==> src/rtl/fmg_pkg.sv <==
package fmg_pkg;

    typedef enum logic [1:0] {
        SRC_CPU = 2'd0,
        SRC_DBG = 2'd1,
        SRC_SPI = 2'd2,
        SRC_EXT = 2'd3
    } src_e;

    typedef enum logic [1:0] {
        OP_READ   = 2'd0,
        OP_WRITE  = 2'd1,
        OP_GERASE = 2'd2,
        OP_NONE   = 2'd3
    } op_e;

    typedef enum logic [1:0] {
        PE_IDLE  = 2'd0,
        PE_ARMED = 2'd1,
        PE_CHECK = 2'd2,
        PE_EXEC  = 2'd3
    } pe_state_e;

    localparam logic [1:0] SEL_KEY  = 2'd0;
    localparam logic [1:0] SEL_PAGE = 2'd1;
    localparam logic [1:0] SEL_CMD  = 2'd2;
    localparam logic [1:0] SEL_STAT = 2'd3;

    localparam logic [3:0] DEF_UNLOCK = 4'b0010;
    localparam logic [7:0] DEF_ERASE  = 8'h55;

    typedef struct packed {
        logic rd_go;
        logic wr_go;
        logic ge_go;
        logic pe_go;
        logic blk;
    } verdict_t;

endpackage

==> src/rtl/fmg_regs.sv <==
module fmg_regs
    import fmg_pkg::*;
#(
    parameter int KEY_W  = 4,
    parameter int PAGE_W = 6,
    parameter int DATA_W = 8
) (
    input  logic              clk,
    input  logic              rst,
    input  logic              wr_en,
    input  logic [1:0]        wr_addr,
    input  logic [DATA_W-1:0] wr_data,
    output logic [KEY_W-1:0]  key_q,
    output logic [PAGE_W-1:0] page_q,
    output logic [DATA_W-1:0] cmd_q,
    output logic              page_load,
    output logic              cmd_wr,
    output logic              stat_clr
);

    always_ff @(posedge clk) begin
        if (rst) begin
            key_q  <= '0;
            page_q <= '0;
            cmd_q  <= '0;
        end else if (wr_en) begin
            unique case (wr_addr)
                SEL_KEY:  key_q  <= wr_data[KEY_W-1:0];
                SEL_PAGE: page_q <= wr_data[PAGE_W-1:0];
                SEL_CMD:  cmd_q  <= wr_data;
                default:  ;
            endcase
        end
    end

    always_comb begin
        page_load = wr_en && (wr_addr == SEL_PAGE);
        cmd_wr    = wr_en && (wr_addr == SEL_CMD);
        stat_clr  = wr_en && (wr_addr == SEL_STAT) && wr_data[0];
    end

endmodule

==> src/rtl/fmg_erase_seq.sv <==
module fmg_erase_seq
    import fmg_pkg::*;
#(
    parameter int          DATA_W     = 8,
    parameter logic [7:0]  ERASE_CODE = DEF_ERASE
) (
    input  logic              clk,
    input  logic              rst,
    input  logic              page_load,
    input  logic              cmd_wr,
    input  logic [DATA_W-1:0] cmd_q,
    input  logic [1:0]        wr_src,
    output logic              exec_o,
    output logic [1:0]        exec_src
);

    pe_state_e state_q, state_d;
    logic [1:0] src_q;
    logic       cmd_ok;

    assign cmd_ok = (cmd_q == DATA_W'(ERASE_CODE));

    always_ff @(posedge clk) begin
        if (rst) begin
            state_q <= PE_IDLE;
            src_q   <= SRC_CPU;
        end else begin
            state_q <= state_d;
            if (state_q == PE_ARMED && cmd_wr) begin
                src_q <= wr_src;
            end
        end
    end

    always_comb begin
        state_d = state_q;
        unique case (state_q)
            PE_IDLE:  if (page_load) state_d = PE_ARMED;
            PE_ARMED: if (cmd_wr)    state_d = PE_CHECK;
            PE_CHECK: state_d = cmd_ok ? PE_EXEC : PE_ARMED;
            PE_EXEC:  state_d = PE_IDLE;
            default:  state_d = PE_IDLE;
        endcase
    end

    always_comb begin
        exec_o   = (state_q == PE_EXEC);
        exec_src = src_q;
    end

    // a wrong command leaves the sequence armed
    p_cmd_ignored_r4: assert property (@(posedge clk) disable iff (rst)
        (state_q == PE_CHECK && !cmd_ok) |=> (state_q == PE_ARMED));

    // the execute state lasts exactly one cycle
    p_exec_once_r3: assert property (@(posedge clk) disable iff (rst)
        (state_q == PE_EXEC) |=> (state_q == PE_IDLE));

    // no erase without first passing the command check
    p_exec_entry_r3: assert property (@(posedge clk) disable iff (rst)
        $rose(exec_o) |-> $past(state_q) == PE_CHECK);

endmodule

==> src/rtl/fmg_judge.sv <==
module fmg_judge
    import fmg_pkg::*;
#(
    parameter int PAGE_W = 6
) (
    input  logic              key_ok,
    input  logic              secure,
    input  logic [PAGE_W-1:0] bound,
    input  logic              op_valid,
    input  logic [1:0]        op_kind,
    input  logic [1:0]        op_src,
    input  logic [PAGE_W-1:0] op_page,
    input  logic              pe_exec,
    input  logic [1:0]        pe_src,
    input  logic [PAGE_W-1:0] pe_page,
    output verdict_t          verdict
);

    logic op_is_cpu, op_is_dbg, pe_is_dbg;
    logic op_blk, pe_blk, wr_ok, pe_ok, rd_ok;

    always_comb begin
        op_is_cpu = (op_src == SRC_CPU);
        op_is_dbg = (op_src == SRC_DBG);
        pe_is_dbg = (pe_src == SRC_DBG);

        rd_ok = !secure || op_is_cpu;
        wr_ok = key_ok
             && !(secure && op_is_dbg)
             && !(secure && (op_page == '0) && (op_is_cpu || op_is_dbg));
        pe_ok = key_ok
             && (pe_page != '0)
             && !(secure && (pe_page >= bound))
             && !(secure && pe_is_dbg);

        verdict = '0;
        op_blk  = 1'b0;
        if (op_valid) begin
            unique case (op_kind)
                OP_READ:   if (rd_ok)  verdict.rd_go = 1'b1; else op_blk = 1'b1;
                OP_WRITE:  if (wr_ok)  verdict.wr_go = 1'b1; else op_blk = 1'b1;
                OP_GERASE: if (key_ok) verdict.ge_go = 1'b1; else op_blk = 1'b1;
                default:   ;
            endcase
        end
        pe_blk = 1'b0;
        if (pe_exec) begin
            if (pe_ok) verdict.pe_go = 1'b1;
            else       pe_blk = 1'b1;
        end
        verdict.blk = op_blk || pe_blk;
    end

endmodule

==> src/rtl/flash_mod_gate.sv <==
module flash_mod_gate
    import fmg_pkg::*;
#(
    parameter int              KEY_W      = 4,
    parameter int              PAGE_W     = 6,
    parameter int              DATA_W     = 8,
    parameter logic [KEY_W-1:0] UNLOCK_KEY = DEF_UNLOCK,
    parameter logic [7:0]      ERASE_CODE = DEF_ERASE
) (
    input  logic              clk,
    input  logic              rst,
    input  logic              reg_wr_en,
    input  logic [1:0]        reg_wr_addr,
    input  logic [DATA_W-1:0] reg_wr_data,
    input  logic [1:0]        reg_wr_src,
    input  logic              secure_i,
    input  logic [PAGE_W-1:0] code_bound,
    input  logic              op_valid,
    input  logic [1:0]        op_kind,
    input  logic [1:0]        op_src,
    input  logic [PAGE_W-1:0] op_page,
    output logic              rd_grant,
    output logic              wr_grant,
    output logic              gerase_grant,
    output logic              perase_grant,
    output logic [PAGE_W-1:0] perase_page,
    output logic              blocked,
    output logic              viol_sticky
);

    logic [KEY_W-1:0]  key_q;
    logic [PAGE_W-1:0] page_q;
    logic [DATA_W-1:0] cmd_q;
    logic              page_load, cmd_wr, stat_clr;
    logic              pe_exec;
    logic [1:0]        pe_src;
    verdict_t          verdict;

    fmg_regs #(.KEY_W(KEY_W), .PAGE_W(PAGE_W), .DATA_W(DATA_W)) u_regs (
        .clk       (clk),
        .rst       (rst),
        .wr_en     (reg_wr_en),
        .wr_addr   (reg_wr_addr),
        .wr_data   (reg_wr_data),
        .key_q     (key_q),
        .page_q    (page_q),
        .cmd_q     (cmd_q),
        .page_load (page_load),
        .cmd_wr    (cmd_wr),
        .stat_clr  (stat_clr)
    );

    fmg_erase_seq #(.DATA_W(DATA_W), .ERASE_CODE(ERASE_CODE)) u_seq (
        .clk       (clk),
        .rst       (rst),
        .page_load (page_load),
        .cmd_wr    (cmd_wr),
        .cmd_q     (cmd_q),
        .wr_src    (reg_wr_src),
        .exec_o    (pe_exec),
        .exec_src  (pe_src)
    );

    fmg_judge #(.PAGE_W(PAGE_W)) u_judge (
        .key_ok   (key_q == UNLOCK_KEY),
        .secure   (secure_i),
        .bound    (code_bound),
        .op_valid (op_valid),
        .op_kind  (op_kind),
        .op_src   (op_src),
        .op_page  (op_page),
        .pe_exec  (pe_exec),
        .pe_src   (pe_src),
        .pe_page  (page_q),
        .verdict  (verdict)
    );

    always_ff @(posedge clk) begin
        if (rst) begin
            rd_grant     <= 1'b0;
            wr_grant     <= 1'b0;
            gerase_grant <= 1'b0;
            perase_grant <= 1'b0;
            perase_page  <= '0;
            blocked      <= 1'b0;
            viol_sticky  <= 1'b0;
        end else begin
            rd_grant     <= verdict.rd_go;
            wr_grant     <= verdict.wr_go;
            gerase_grant <= verdict.ge_go;
            perase_grant <= verdict.pe_go;
            perase_page  <= verdict.pe_go ? page_q : '0;
            blocked      <= verdict.blk;
            viol_sticky  <= (viol_sticky && !stat_clr) || verdict.blk;
        end
    end

    // every modify strobe was backed by the correct key
    p_key_gate_r1: assert property (@(posedge clk) disable iff (rst)
        (wr_grant || gerase_grant || perase_grant) |-> ($past(key_q) == UNLOCK_KEY));

    // page zero never reaches the page-erase strobe
    p_page0_r5: assert property (@(posedge clk) disable iff (rst)
        perase_grant |-> (perase_page != '0));

    // secure page erases stay below the code boundary
    p_bound_r6: assert property (@(posedge clk) disable iff (rst)
        perase_grant |-> (!$past(secure_i) || ($past(page_q) < $past(code_bound))));

    // secure reads go to the CPU only
    p_read_r8: assert property (@(posedge clk) disable iff (rst)
        rd_grant |-> (!$past(secure_i) || ($past(op_src) == SRC_CPU)));

    // a secure debug port never gets a word write
    p_dbg_write_r9: assert property (@(posedge clk) disable iff (rst)
        wr_grant |-> !($past(secure_i) && ($past(op_src) == SRC_DBG)));

    // a refusal always shows in the sticky status
    p_sticky_r10: assert property (@(posedge clk) disable iff (rst)
        blocked |-> viol_sticky);

    // a clear without a new refusal empties the status
    p_clear_r10: assert property (@(posedge clk) disable iff (rst)
        ($past(stat_clr) && !blocked) |-> !viol_sticky);

endmodule

==> config.mk <==
export PLATFORM = sky130hd
export DESIGN_NAME = flash_mod_gate
export DESIGN_NICKNAME = d
export VERILOG_FILES = /design/src/rtl/fmg_pkg.sv /design/src/rtl/fmg_regs.sv /design/src/rtl/fmg_erase_seq.sv /design/src/rtl/fmg_judge.sv /design/src/rtl/flash_mod_gate.sv
export SDC_FILE = /design/constraint.sdc
export NUM_CORES = 1
export LEC_CHECK = 0
export ABC_AREA = 1
export BUFFER_PORTS_ARGS = -buffer_cell sky130_fd_sc_hd__buf_4
export CORE_UTILIZATION = 35
export CTS_BUF_LIST = sky130_fd_sc_hd__clkbuf_2 sky130_fd_sc_hd__clkbuf_4 sky130_fd_sc_hd__clkbuf_8
export DETAILED_ROUTE_END_ITERATION = 8
export PLACE_DENSITY_LB_ADDON = 0.3
export SLEW_MARGIN = 30
export SYNTH_ARGS = -nofsm -noshare
export SYNTH_HDL_FRONTEND = slang
export SYNTH_SLANG_ARGS = --single-unit
==> constraint.sdc <==
create_clock -name clk -period 1.3 [get_ports clk]
set_input_delay 0 -clock clk [delete_from_list [all_inputs] [get_ports clk]]
set_output_delay 0 -clock clk [all_outputs]
set_load 0.02 [all_outputs]
# == After elaboration in Yosys (flattened, before gate mapping) ==
# Index checks and enable logic that the tools add are counted.
# W data, S select, Z words.
# totals
wordCells,88
regBits,34
out_inout_bits,12
in_bits,33
# classes
n_eq_ne,14
muxes,16
reduce_logical,40
bitwise,5
order_cmp,1
# ops
cell,count
$logic_and A1 B1 Y1,16
$mux W1,11
$eq A2 B1 Y1 const B,5
$eq A2 B2 Y1 const B,5
$reduce_or A3 Y1,3
$eq A8 B7 Y1 const B,1
$logic_not A2 Y1,4
$pmux W2 S4,1
$reduce_and A2 Y1,4
$ge A6 B6 Y1,1
$logic_not A1 Y1,6
$logic_not A6 Y1,1
$mux W2,3
$reduce_bool A6 Y1,1
$not A1 Y1,5
$eq A4 B2 Y1 const B,1
$logic_or A1 B1 Y1,4
$pmux W1 S3,1
$ne A2 B1 Y1 const B,1
$ne A2 B2 Y1 const B,1
$reduce_or A2 Y1,1

# == Depth between registers and ports, before layout ==
# Gate-level depths: netlist of the first run.
# depth
ltp_word,10
ltp_mapped,10
mapped_depth_nobuf,10

# == By module ==
# From an unflattened synthesis of the first run, not the netlist that was laid out.
# unflattened
hier_cells,264
hier_area_um2,1725.4
# by_module_without_submodules
mod,instances,seq_area_each_um2,area_per_inst_um2,cells_per_inst
fmg_regs,1,360.3,807.0,121
flash_mod_gate,1,240.2,369.1,44
fmg_judge,1,0.0,357.8,70
fmg_erase_seq,1,80.1,191.4,29

# == Worst setup path after synthesis of the first run ==
# OpenSTA, ideal clock, no wires.
# synth_path
path_type,register to register
from,register u_regs.page_q[5]
to,register viol_sticky
path_buffers,0
t_required_ps,1180
synth_period_minus_slack_ps,1310
setup_ps,120
slack_ps,-10
stages_incl_launch_ff,10
t_arrival_ps,1190
cell_sequence,dfxtp_1 > ha_1 > nand2_1 > inv_1 > a21oi_1 > nand3_1 > nand2_1 > nand3_1 > nand2_1 > nand3_1
# synth_via
elab_chain_len,9
word_cells_on_any_way,11
classes_between,order compare (1); mux (2); reduce/logical (8)
# synth_rtl
element,line_no,text
from (decl),fmg_regs.sv:14,"output logic [PAGE_W-1:0] page_q,"
from (signal assigned),fmg_regs.sv:29,SEL_PAGE: page_q <= wr_data[PAGE_W-1:0];
$ge A6 B6 Y1,fmg_judge.sv:33,&& !(secure && (pe_page >= bound))
$logic_and A1 B1 Y1,fmg_judge.sv:33,
$logic_not A1 Y1,fmg_judge.sv:33,
$logic_and A1 B1 Y1 *,fmg_judge.sv:33,
$logic_and A1 B1 Y1 *,fmg_judge.sv:34,&& !(secure && pe_is_dbg);
$mux W1 *,fmg_judge.sv:48,if (pe_ok) verdict.pe_go = 1'b1;
$mux W1 *,fmg_judge.sv:47,if (pe_exec) begin
$logic_or A1 B1 Y1 *,fmg_judge.sv:51,verdict.blk = op_blk || pe_blk;
$logic_or A1 B1 Y1 *,flash_mod_gate.sv:94,viol_sticky <= (viol_sticky && !stat_clr) || verdict.blk;
to (signal assigned),flash_mod_gate.sv:94,
to (decl),flash_mod_gate.sv:28,output logic viol_sticky
# Mark *: on every way between the ends. The rest lies on a longest branch, timed or not.
# A chain may end at the register's enable or synchronous reset.

# == Worst setup path after layout of the first run ==
# layout_path
from,register u_regs.page_q[4]
to,register perase_page[3]
# layout_via
elab_chain_len,9
word_cells_on_any_way,11
classes_between,order compare (1); mux (2); bitwise (1); reduce/logical (7)
# layout_rtl
element,line_no,text
$ge A6 B6 Y1,fmg_judge.sv:33,
$logic_and A1 B1 Y1,fmg_judge.sv:33,
$logic_not A1 Y1,fmg_judge.sv:33,
$logic_and A1 B1 Y1 *,fmg_judge.sv:33,
$logic_and A1 B1 Y1 *,fmg_judge.sv:34,
$mux W1 *,fmg_judge.sv:48,
$mux W1 *,fmg_judge.sv:47,
$not A1 Y1 (no source line) *,-,
$reduce_or A2 Y1 (no source line) *,-,
to (signal assigned),flash_mod_gate.sv:92,perase_page <= verdict.pe_go ? page_q : '0;
to (decl),flash_mod_gate.sv:26,"output logic [PAGE_W-1:0] perase_page,"
# Marks and branches as above.

==> metrics.yaml, run 1 <==
status:
  status: "complete, but fails checks"
  violations: "negative setup slack"
routing:
  drt_wl_total_um: 3420
  ant_nets: 0
  vias: 1412
  via_per_inst: 4.51
  drc: 0
  wl_per_cell_um: 10.9
  initialDrtViolationCount: 49
  dr.pass1.iters: 4
global_routing:
  grt_use_total_pct: 16.3
  grt_max_degree: 15
  antenna_found_initial: 0
  grt_pass1_wl_um: 5420
  grt_pass1_vias: 1276
  grt.overflow.total: 0
yosys:
  syn_area_per_cell_um2: 7.51
  synth.net_count: 239
  synthCells: 200
  ys_seq_area_share_pct: 45.3
  synth-simple-area-share_pct: 24.2
  ys_warn_count: 0
  synthMuxAreaShare_pct: 0
  syn_area_mm2: 0.00150
  synthAdderAreaFrac_pct: 5.00
  synth_cell_types: 22
  synth_compound_area_share_pct: 14.5
  yosys_register_bits: 34
  synth_top_family_by_area: "simple AND/OR/NAND/NOR gates"
  synth_xor_area_share_pct: 0
critical_path:
  worstPathMaxFanout: 7
  r2r_start: "u_regs.page_q[4]$_SDFFE_PP0P_"
  start_kind: "flop"
  critPathArrivalTime_ns: 1.53
  worstPathRequired_ns: 1.52
  startpoint: "u_regs.page_q[4]$_SDFFE_PP0P_"
  crit_type: "flop to flop"
  endpoint_kind: "flop"
placement:
  place_inst: 294
  dpl.hpwl_um: 2430
  place_worst_setup_slack_ns: -0.0616
  io_buffers: 44
  gp_congestion: 0.850
  placed_cell_area_mm2: 0.00190
clock_network:
  cts_sinks: 34
  cts_max_level: 2
  clk_latency_ns: 0.28
  cts_root_buffer: "clkbuf_8"
  cts_tree: "yes"
  path_clk_slew_ns: 0.06
  clock_path_buffers: 2
  numCtsBuffers: 5
power:
  p_leak_nw: 1.01
  peakVddDrop_mv: 0.734
  power_density_mw_per_mm2: 1000
  finalPower_mw: 2.20
cells_and_area:
  multiInputGateArea_um2: 749
  layout.nets: 302
  layout-drive-gt1-share_pct: 32.7
  final_cells: 313
  fill_cells: 410
  final-seq-area_um2: 686
  syn_to_final_growth_pct: 46.3
  diodes: 0
  design_area_mm2: 0.00220
  final_core_util_pct: 54.1
timing:
  fin_crit_sh_pct: 101
  tightest_slew_ns: 0.290
  relSlewSlack_pct: 80.6
  fmax_mhz: 760
  fin_crit_ns: 1.32
  finalSetupViolCount: 2
  grt_setup_unrepaired: "yes"
  setup_slack_ns: -0.0156
  hold_viol: 0
  slew_violations: 0
  skew_ns: 0.00323
die:
  die_w_um: 67.5
  start_util_pct: 37.0
  dieArea_mm2: 0.00456
  rows: 23
  io_pins: 45
  die_h_um: 67.5
  coreArea_mm2: 0.00406
flow_run:
  max-cap-violations: 0
hold_path:
  hp-class: "input pin to flop"
  hp-start: "reg_wr_data[2]"
==> per-layer routing <==
metal | up-vias | global-route usage [%] | wire length, µm
met5 | - | 0 | 0
li1 | 764 | - | -
met2 | 32 | 26.4 | 1610
met3 | 8 | 4.05 | 141
met4 | 0 | 7.18 | 61
met1 | 608 | 20.3 | 1610
==> layout make-up <==
type | count | share of cell area (%)
tap | 50 | 2.85
timing repair buffer | 60 | 21.9
inverter | 36 | 6.15
clock buffer | 7 | 3.82
multi-input combinational | 126 | 34.1
sequential | 34 | 31.2
==> cells in the mapped netlist, drive strengths merged <==
cell	number	share of area [%]
inv	36	9.0
nor2	36	9.2
dfxtp	34	45
nand2	26	6.5
o21ai	23	8.2
a21oi	16	5.8
ha	6	5.0
nand3	6	2.0
nand4	4	2.7
nor4	4	1.7
nor3	3	1.7
buf	2	1.5
clkbuf	2	0.50
nand3b	1	0.50
o21bai	1	0.50
==> logic make-up (layout without fill, tap and decap cells) <==
logic type,count (synthesis),count (layout)
buf+inv,40,103
simple gates,80,80
compound gates,40,40
flops,34,34
fa+ha+maj,6,6
==> what timing repair did <==
action / CTS / global route
hold buffers: 12 / 0
setup buffers: 0 / 0
pin swaps: 7 / 7
setup endpoints to repair: 9 / 9
gates resized for setup: 6 / 14
hold endpoints to repair: 16 / 0
==> critical path: stages (launching register included) <==
cell	delay (ns)
dfxtp_2	0.35
ha_4	0.20
nand2_2	0.08
inv_2	0.04
a21oi_2	0.12
nand3_2	0.08
nand2_2	0.09
nand4_4	0.14
nor2_1	0.14
==> sequential cells by signal, summed over array words and instances (netlist names) <==
| signal | count |
|---|---|
| perase_page | 6 |
| u_seq.exec_src | 2 |
| gerase_grant | 1 |
| u_regs.cmd_q | 8 |
| perase_grant | 1 |
| viol_sticky | 1 |
| u_seq.state_q | 2 |
| u_regs.key_q | 4 |
| rd_grant | 1 |
| blocked | 1 |
| wr_grant | 1 |
| u_regs.page_q | 6 |
==> worst paths after layout <==
kind | endpoint | depth (start not counted) | slack, ns
min reg2reg | u_regs.cmd_q[2]$_SDFFE_PP0P_ | 2 | 0.46
max reg2reg | perase_page[3]$_SDFF_PP0_ | 8 | -0.02
max | perase_page[3]$_SDFF_PP0_ | 8 | -0.02
min | u_regs.page_q[2]$_SDFFE_PP0P_ | 3 | 0.03
==> through the flow <==
stage | hold slack (ns) | setup TNS (ns)
floorplan | 0.0691 | 0
global placement | 0.196 | -0.229
detailed placement | 0.194 | -0.399
CTS | 0.0269 | -0.137
global route | 0.0551 | -1.06
finish | 0.0289 | -0.0166
==> cells in the final DEF (no fill, tap or decap), drive strengths merged <==
cell,instances
dfxtp,34
nand4,4
nor2,36
nand2,26
ha,6
buf,48
clkbuf,7
nand3,6
o21bai,1
inv,36
nor4,4
nor3,3
a21oi,16
o21ai,23
nand3b,1
dlygate4sd3,12
==> where the power goes <==
group,leakage (nW),total [mW],switching (mW),internal (mW)
registers,0.278,1.10,0.0190,1.08
clock network,0.0452,0.761,0.351,0.410
logic,0.684,0.340,0.167,0.173
total,1.01,2.20,0.537,1.66
Note: power is estimated with default switching activity, not from simulation.
==> run 2, diff against run 1 <==
==> constraint.sdc (replaced) <==
create_clock -name clk -period 1.6 [get_ports clk]
set_input_delay 0 -clock clk [delete_from_list [all_inputs] [get_ports clk]]
set_output_delay 0 -clock clk [all_outputs]
set_load 0.02 [all_outputs]
==> run 2 against run 1 <==
  * The run now ends clean
  * Combinational power down 28%
  * Maximum frequency decreased by 6.6%
  * Clock-buffer cell count is the same
  * Sequential share of layout area up 1.5 points
  * Routed wire length shrank 5.2%
  * Cell count is 0.64% lower
  * Critical path depth stayed put
  * Non-clock buffer count down 2
  * Cell area down 5.2%
  * Critical endpoint is now perase_page[0]$_SDFF_PP0_
==> metrics.yaml, run 2 (synthesized netlist as in run 1, its figures left out) <==
status:
  status: "finished, final reports clean"
cells_and_area:
  multiInputGateArea_um2: 656
  layout-drive-gt1-share_pct: 24.1
  layout.nets: 300
  final-seq-area_um2: 681
  diodes: 0
  regMostFlops: "u_regs.cmd_q"
  fill_cells: 416
  layout_common_cells: "buf_4 (46), nor2_1 (35), inv_1 (34), dfxtp_1 (34), nand2_1 (26)"
  final_common_cell: "buf_4"
  syn_to_final_growth_pct: 38.8
  reg_top3: "u_regs.cmd_q (8), perase_page (6), u_regs.page_q (6)"
  largest_reg_flops: 8
  final_cells: 311
timing:
  skew_ns: 0.00322
  finalSetupViolCount: 0
  relSlewSlack_pct: 73.5
  fin_crit_sh_pct: 88.1
  fmax_mhz: 710
  totalNegativeSetupSlack_ns: 0
  grt_setup_unrepaired: "no"
  tightest_slew_ns: 0.397
  slew_violations: 0
  hold_viol: 0
  fin_crit_ns: 1.41
  fin_hold_ws_ns: 0.0246
power:
  peakVddDrop_mv: 0.490
  power_density_mw_per_mm2: 838
  p_leak_nw: 0.994
routing:
  initialDrtViolationCount: 43
  vias: 1386
  ant_nets: 0
  drt_wl_total_um: 3250
  wl_per_cell_um: 10.4
  drc: 0
  dr.pass1.iters: 4
  via_per_inst: 4.46
flow_run:
  max-cap-violations: 0
die:
  rows: 23
  coreArea_mm2: 0.00406
  dieArea_mm2: 0.00456
  io_pins: 45
  die_w_um: 67.5
  start_util_pct: 37.0
  die_h_um: 67.5
global_routing:
  grt_pass1_vias: 1197
  grt_max_degree: 15
  grt_pass1_wl_um: 5220
  grt_use_total_pct: 15.8
  grt.overflow.total: 0
  antenna_found_initial: 0
placement:
  dpl.hpwl_um: 2490
  gp_congestion: 0.769
  place_inst: 292
  io_buffers: 44
hold_path:
  hp-class: "input pin to flop"
critical_path:
  reg2reg_to: "perase_page[0]$_SDFF_PP0_"
  cp.depth: 8
  worstPathRequired_ns: 1.81
  cpMostUsedCell: "nand2_1"
  slowest_delay_ns: 0.31
  r2r_start: "u_regs.page_q[5]$_SDFFE_PP0P_"
  worstPathMaxFanout: 7
  crit_type: "flop to flop"
  r2r_slack_ns: 0.19
  path_cells: "ha_1 -> nand2_1 -> inv_1 -> a21oi_1 -> nand3_1 -> nand2_1 -> nand4_4 -> nor2_1"
  reg2regPathDepth: 8
  cp-endpoint: "perase_page[0]$_SDFF_PP0_"
  startpoint: "u_regs.page_q[5]$_SDFFE_PP0P_"
  endpoint_kind: "flop"
  start_kind: "flop"
  slowest_stage: "dfxtp_1"
  crit_buf_inv: 1
  critPathArrivalTime_ns: 1.62
  worst_path_dominant_cell_family: "simple AND/OR/NAND/NOR gates"
clock_network:
  cts_sinks: 34
  clock_path_buffers: 2
  cts_max_level: 2
  post_cts_buffers: 0
  cts_root_buffer: "clkbuf_8"
  clk_latency_ns: 0.28
  path_clk_slew_ns: 0.06
  cts_tree: "yes"
  numCtsBuffers: 5
==> run 2: worst min path at each step <==
stage,start,to,slack [ns],cells after the start
2_1_floorplan,rst,u_seq.state_q[0]$_SDFFE_PP0P_,0.07,1
3_3_place_gp,rst,u_seq.state_q[0]$_SDFFE_PP0P_,0.19,2
3_5_place_dp,rst,u_seq.state_q[0]$_SDFFE_PP0P_,0.19,2
4_1_cts,reg_wr_data[2],u_regs.page_q[2]$_SDFFE_PP0P_,0.02,3
5_1_grt,reg_wr_data[2],u_regs.page_q[2]$_SDFFE_PP0P_,0.02,3
6_report,reg_wr_data[2],u_regs.page_q[2]$_SDFFE_PP0P_,0.02,3
==> run 2: repair_timing <==
item / 4_1_cts / 5_1_grt
gates resized for setup: 0 / 0
hold buffers: 12 / 0
hold endpoints to repair: 15 / 0
==> run 2: worst min-delay path, cell delays in order <==
cell	delay (ns)
buf_4	0.10
o21ai_1	0.06
a21oi_1	0.10
==> run 2: final cells by class <==
class	instances	area share (%)
Sequential cell	34	32.7
Multi-Input combinational cell	126	31.5
Timing Repair Buffer	58	22.3
Inverter	36	6.49
Clock buffer	7	4.02
Tap cell	50	3.00
==> run 2: metal layers <==
metal,global-route usage (%),routed length (µm),vias up
met5,0,0,-
met4,6.38,55,0
met3,5.41,167,6
met2,24.8,1500,29
met1,19.6,1520,593
li1,-,-,758
==> run 2: power breakdown <==
group	switching, mW	internal, mW
registers	0.0133	0.877
logic	0.121	0.124
clock network	0.277	0.333
==> run 2: through the flow <==
step	cell area (µm²)	worst slack, ns	utilization [%]	total power [mW]
6_report	2080	0.191	51.3	1.75
5_1_grt	2080	0.0248	51.3	1.84
4_1_cts	2080	0.177	51.3	1.77
2_1_floorplan	1500	0.290	-	1.03
3_3_place_gp	1880	0.232	46.3	1.13
3_5_place_dp	1880	0.185	46.3	1.13
==> run 3, diff against run 2 <==
--- a/config.mk
+++ b/config.mk
@@ -7,7 +7,7 @@
 export LEC_CHECK = 0
 export ABC_AREA = 1
 export BUFFER_PORTS_ARGS = -buffer_cell sky130_fd_sc_hd__buf_4
-export CORE_UTILIZATION = 35
+export CORE_UTILIZATION = 55
 export CTS_BUF_LIST = sky130_fd_sc_hd__clkbuf_2 sky130_fd_sc_hd__clkbuf_4 sky130_fd_sc_hd__clkbuf_8
 export DETAILED_ROUTE_END_ITERATION = 8
 export PLACE_DENSITY_LB_ADDON = 0.3
==> run 3 against run 2 <==
  * Clock-buffer cell count grew 1
  * Non-clock buffer count rose by 1
  * Combinational power grew 4%
  * Cell area shrank 0.84%
  * Critical path type unchanged
  * Largest power group unchanged
  * Highest routed layer unchanged
==> metrics.yaml, run 3 (synthesized netlist as in run 1, its figures left out) <==
status:
  status: "finished, final reports clean"
cells_and_area:
  reg_top3: "u_regs.cmd_q (8), perase_page (6), u_regs.page_q (6)"
  design_area_mm2: 0.00207
  layout.nets: 301
  syn_to_final_growth_pct: 37.6
  diodes: 0
  layout-drive-gt1-share_pct: 24.0
  largest_reg_flops: 8
  final_common_cell: "buf_4"
  fill_cells: 174
  regMostFlops: "u_regs.cmd_q"
  layout_common_cells: "buf_4 (45), nor2_1 (35), inv_1 (34), dfxtp_1 (34), nand2_1 (26)"
clock_network:
  cts_tree: "yes"
  numCtsBuffers: 5
  post_cts_resized: 0
  cts_max_level: 2
  clock_path_buffers: 2
  cts_root_buffer: "clkbuf_4"
  path_clk_slew_ns: 0.10
  cts_sinks: 34
  clk_latency_ns: 0.33
global_routing:
  grt_pass1_wl_um: 5630
  antenna_found_initial: 0
  grt_use_total_pct: 27.5
  grt_pass1_vias: 1349
  grt.overflow.total: 0
  grt_max_degree: 15
timing:
  setup_slack_ns: 0.176
  tightest_slew_ns: 0.416
  totalNegativeSetupSlack_ns: 0
  fmax_mhz: 702
  slew_violations: 0
  fin_crit_ns: 1.42
  relSlewSlack_pct: 72.2
  grt_setup_unrepaired: "no"
  hold_viol: 0
  skew_ns: 0.00390
  finalSetupViolCount: 0
  fin_crit_sh_pct: 89.0
routing:
  vias: 1484
  ant_nets: 0
  drt_wl_total_um: 3560
  via_per_inst: 5.06
  wl_per_cell_um: 12.2
  dr.pass1.iters: 4
  initialDrtViolationCount: 36
  drc: 0
die:
  io_pins: 45
  coreArea_mm2: 0.00252
  dieArea_mm2: 0.00294
  die_h_um: 54.3
  start_util_pct: 59.5
  die_w_um: 54.3
  rows: 18
power:
  seqPwrFrac_pct: 51.7
  peakVddDrop_mv: 0.683
  clockPowerShare_pct: 33.4
  p_int_mw: 1.30
  power_frac_comb_pct: 14.9
  power_density_mw_per_mm2: 832
  p_sw_mw: 0.418
  finalPower_mw: 1.72
  p_leak_nw: 0.998
  p_sw_share_pct: 24.3
placement:
  io_buffers: 44
  place_worst_setup_slack_ns: 0.178
  gp_congestion: 0.808
  dpl.hpwl_um: 2370
  placed_cell_area_mm2: 0.00185
critical_path:
  worstPathMaxFanout: 2
  worstPathRequired_ns: 1.83
  endpoint_kind: "flop"
  critPathArrivalTime_ns: 1.65
  crit_type: "flop to flop"
  start_kind: "flop"
flow_run:
  max-cap-violations: 0
hold_path:
  hp-class: "input pin to flop"
-- run 3: cell types whose count changed in the layout (fill, tap and decap cells not counted), sizes merged --
| cell | delta |
|---|---|
| buf | -1 |
| dlygate4sd3 | +2 |
| clkbuf | +1 |
-- run 3: critical path: stages, from the launching register on --
cell and delay (ns):
dfxtp_1 0.32, ha_1 0.28, nand2_1 0.09, inv_1 0.05
a21oi_1 0.15, nand3_1 0.08, nand2_1 0.12, nand3_1 0.08
nand2_1 0.08, nand3_1 0.06
-- run 3: metrics by stage --
step                hold WS, ns  cells  util, %
floorplan                0.0691    200        -
global placement          0.195    271     73.2
detailed placement        0.195    271     73.2
CTS                      0.0158    293     81.9
global route             0.0596    293     81.9
finish                   0.0535    293     81.9
-- run 3: what timing repair did --
item	4_1_cts	5_1_grt
setup buffers	0	0
hold buffers	14	0
hold endpoints to repair	22	0
-- run 3: final timing paths --
| path | start | to | slack (ns) | cells after the start |
|---|---|---|---|---|
| worst max-delay path | u_regs.page_q[5]$_SDFFE_PP0P_ | viol_sticky$_SDFF_PP0_ | 0.18 | 9 |
| worst min-delay path | reg_wr_addr[0] | u_regs.key_q[1]$_SDFFE_PP0P_ | 0.05 | 4 |
| worst max register to register | u_regs.page_q[5]$_SDFFE_PP0P_ | viol_sticky$_SDFF_PP0_ | 0.18 | 9 |
| worst min register to register | u_regs.key_q[2]$_SDFFE_PP0P_ | u_regs.key_q[2]$_SDFFE_PP0P_ | 0.46 | 2 |
-- run 3: area by class of cell --
cell class / instances / area, µm² / share of cell area [%]
timing repair buffer: 59 / 478 / 23.1
clock buffer: 8 / 78.8 / 3.82
inverter: 36 / 135 / 6.54
sequential: 34 / 681 / 32.9
tap: 30 / 37.5 / 1.82
multi-input combinational: 126 / 656 / 31.7
-- run 3: power groups by stage --
stage	registers (mW)	logic (mW)	clock network, mW
after floorplan	0.910	0.116	0
after global placement	0.908	0.215	0
after detailed placement	0.909	0.221	0
after CTS	0.889	0.248	0.578
after global routing	0.892	0.286	0.618
final	0.890	0.255	0.574
-- run 3: layer usage --
metal	global-route usage [%]	up-vias	share of wire, %
li1	-	761	-
met1	30.7	675	42
met2	50.0	41	53
met3	7.50	7	4.4
met4	8.55	0	0.96
met5	0	-	0
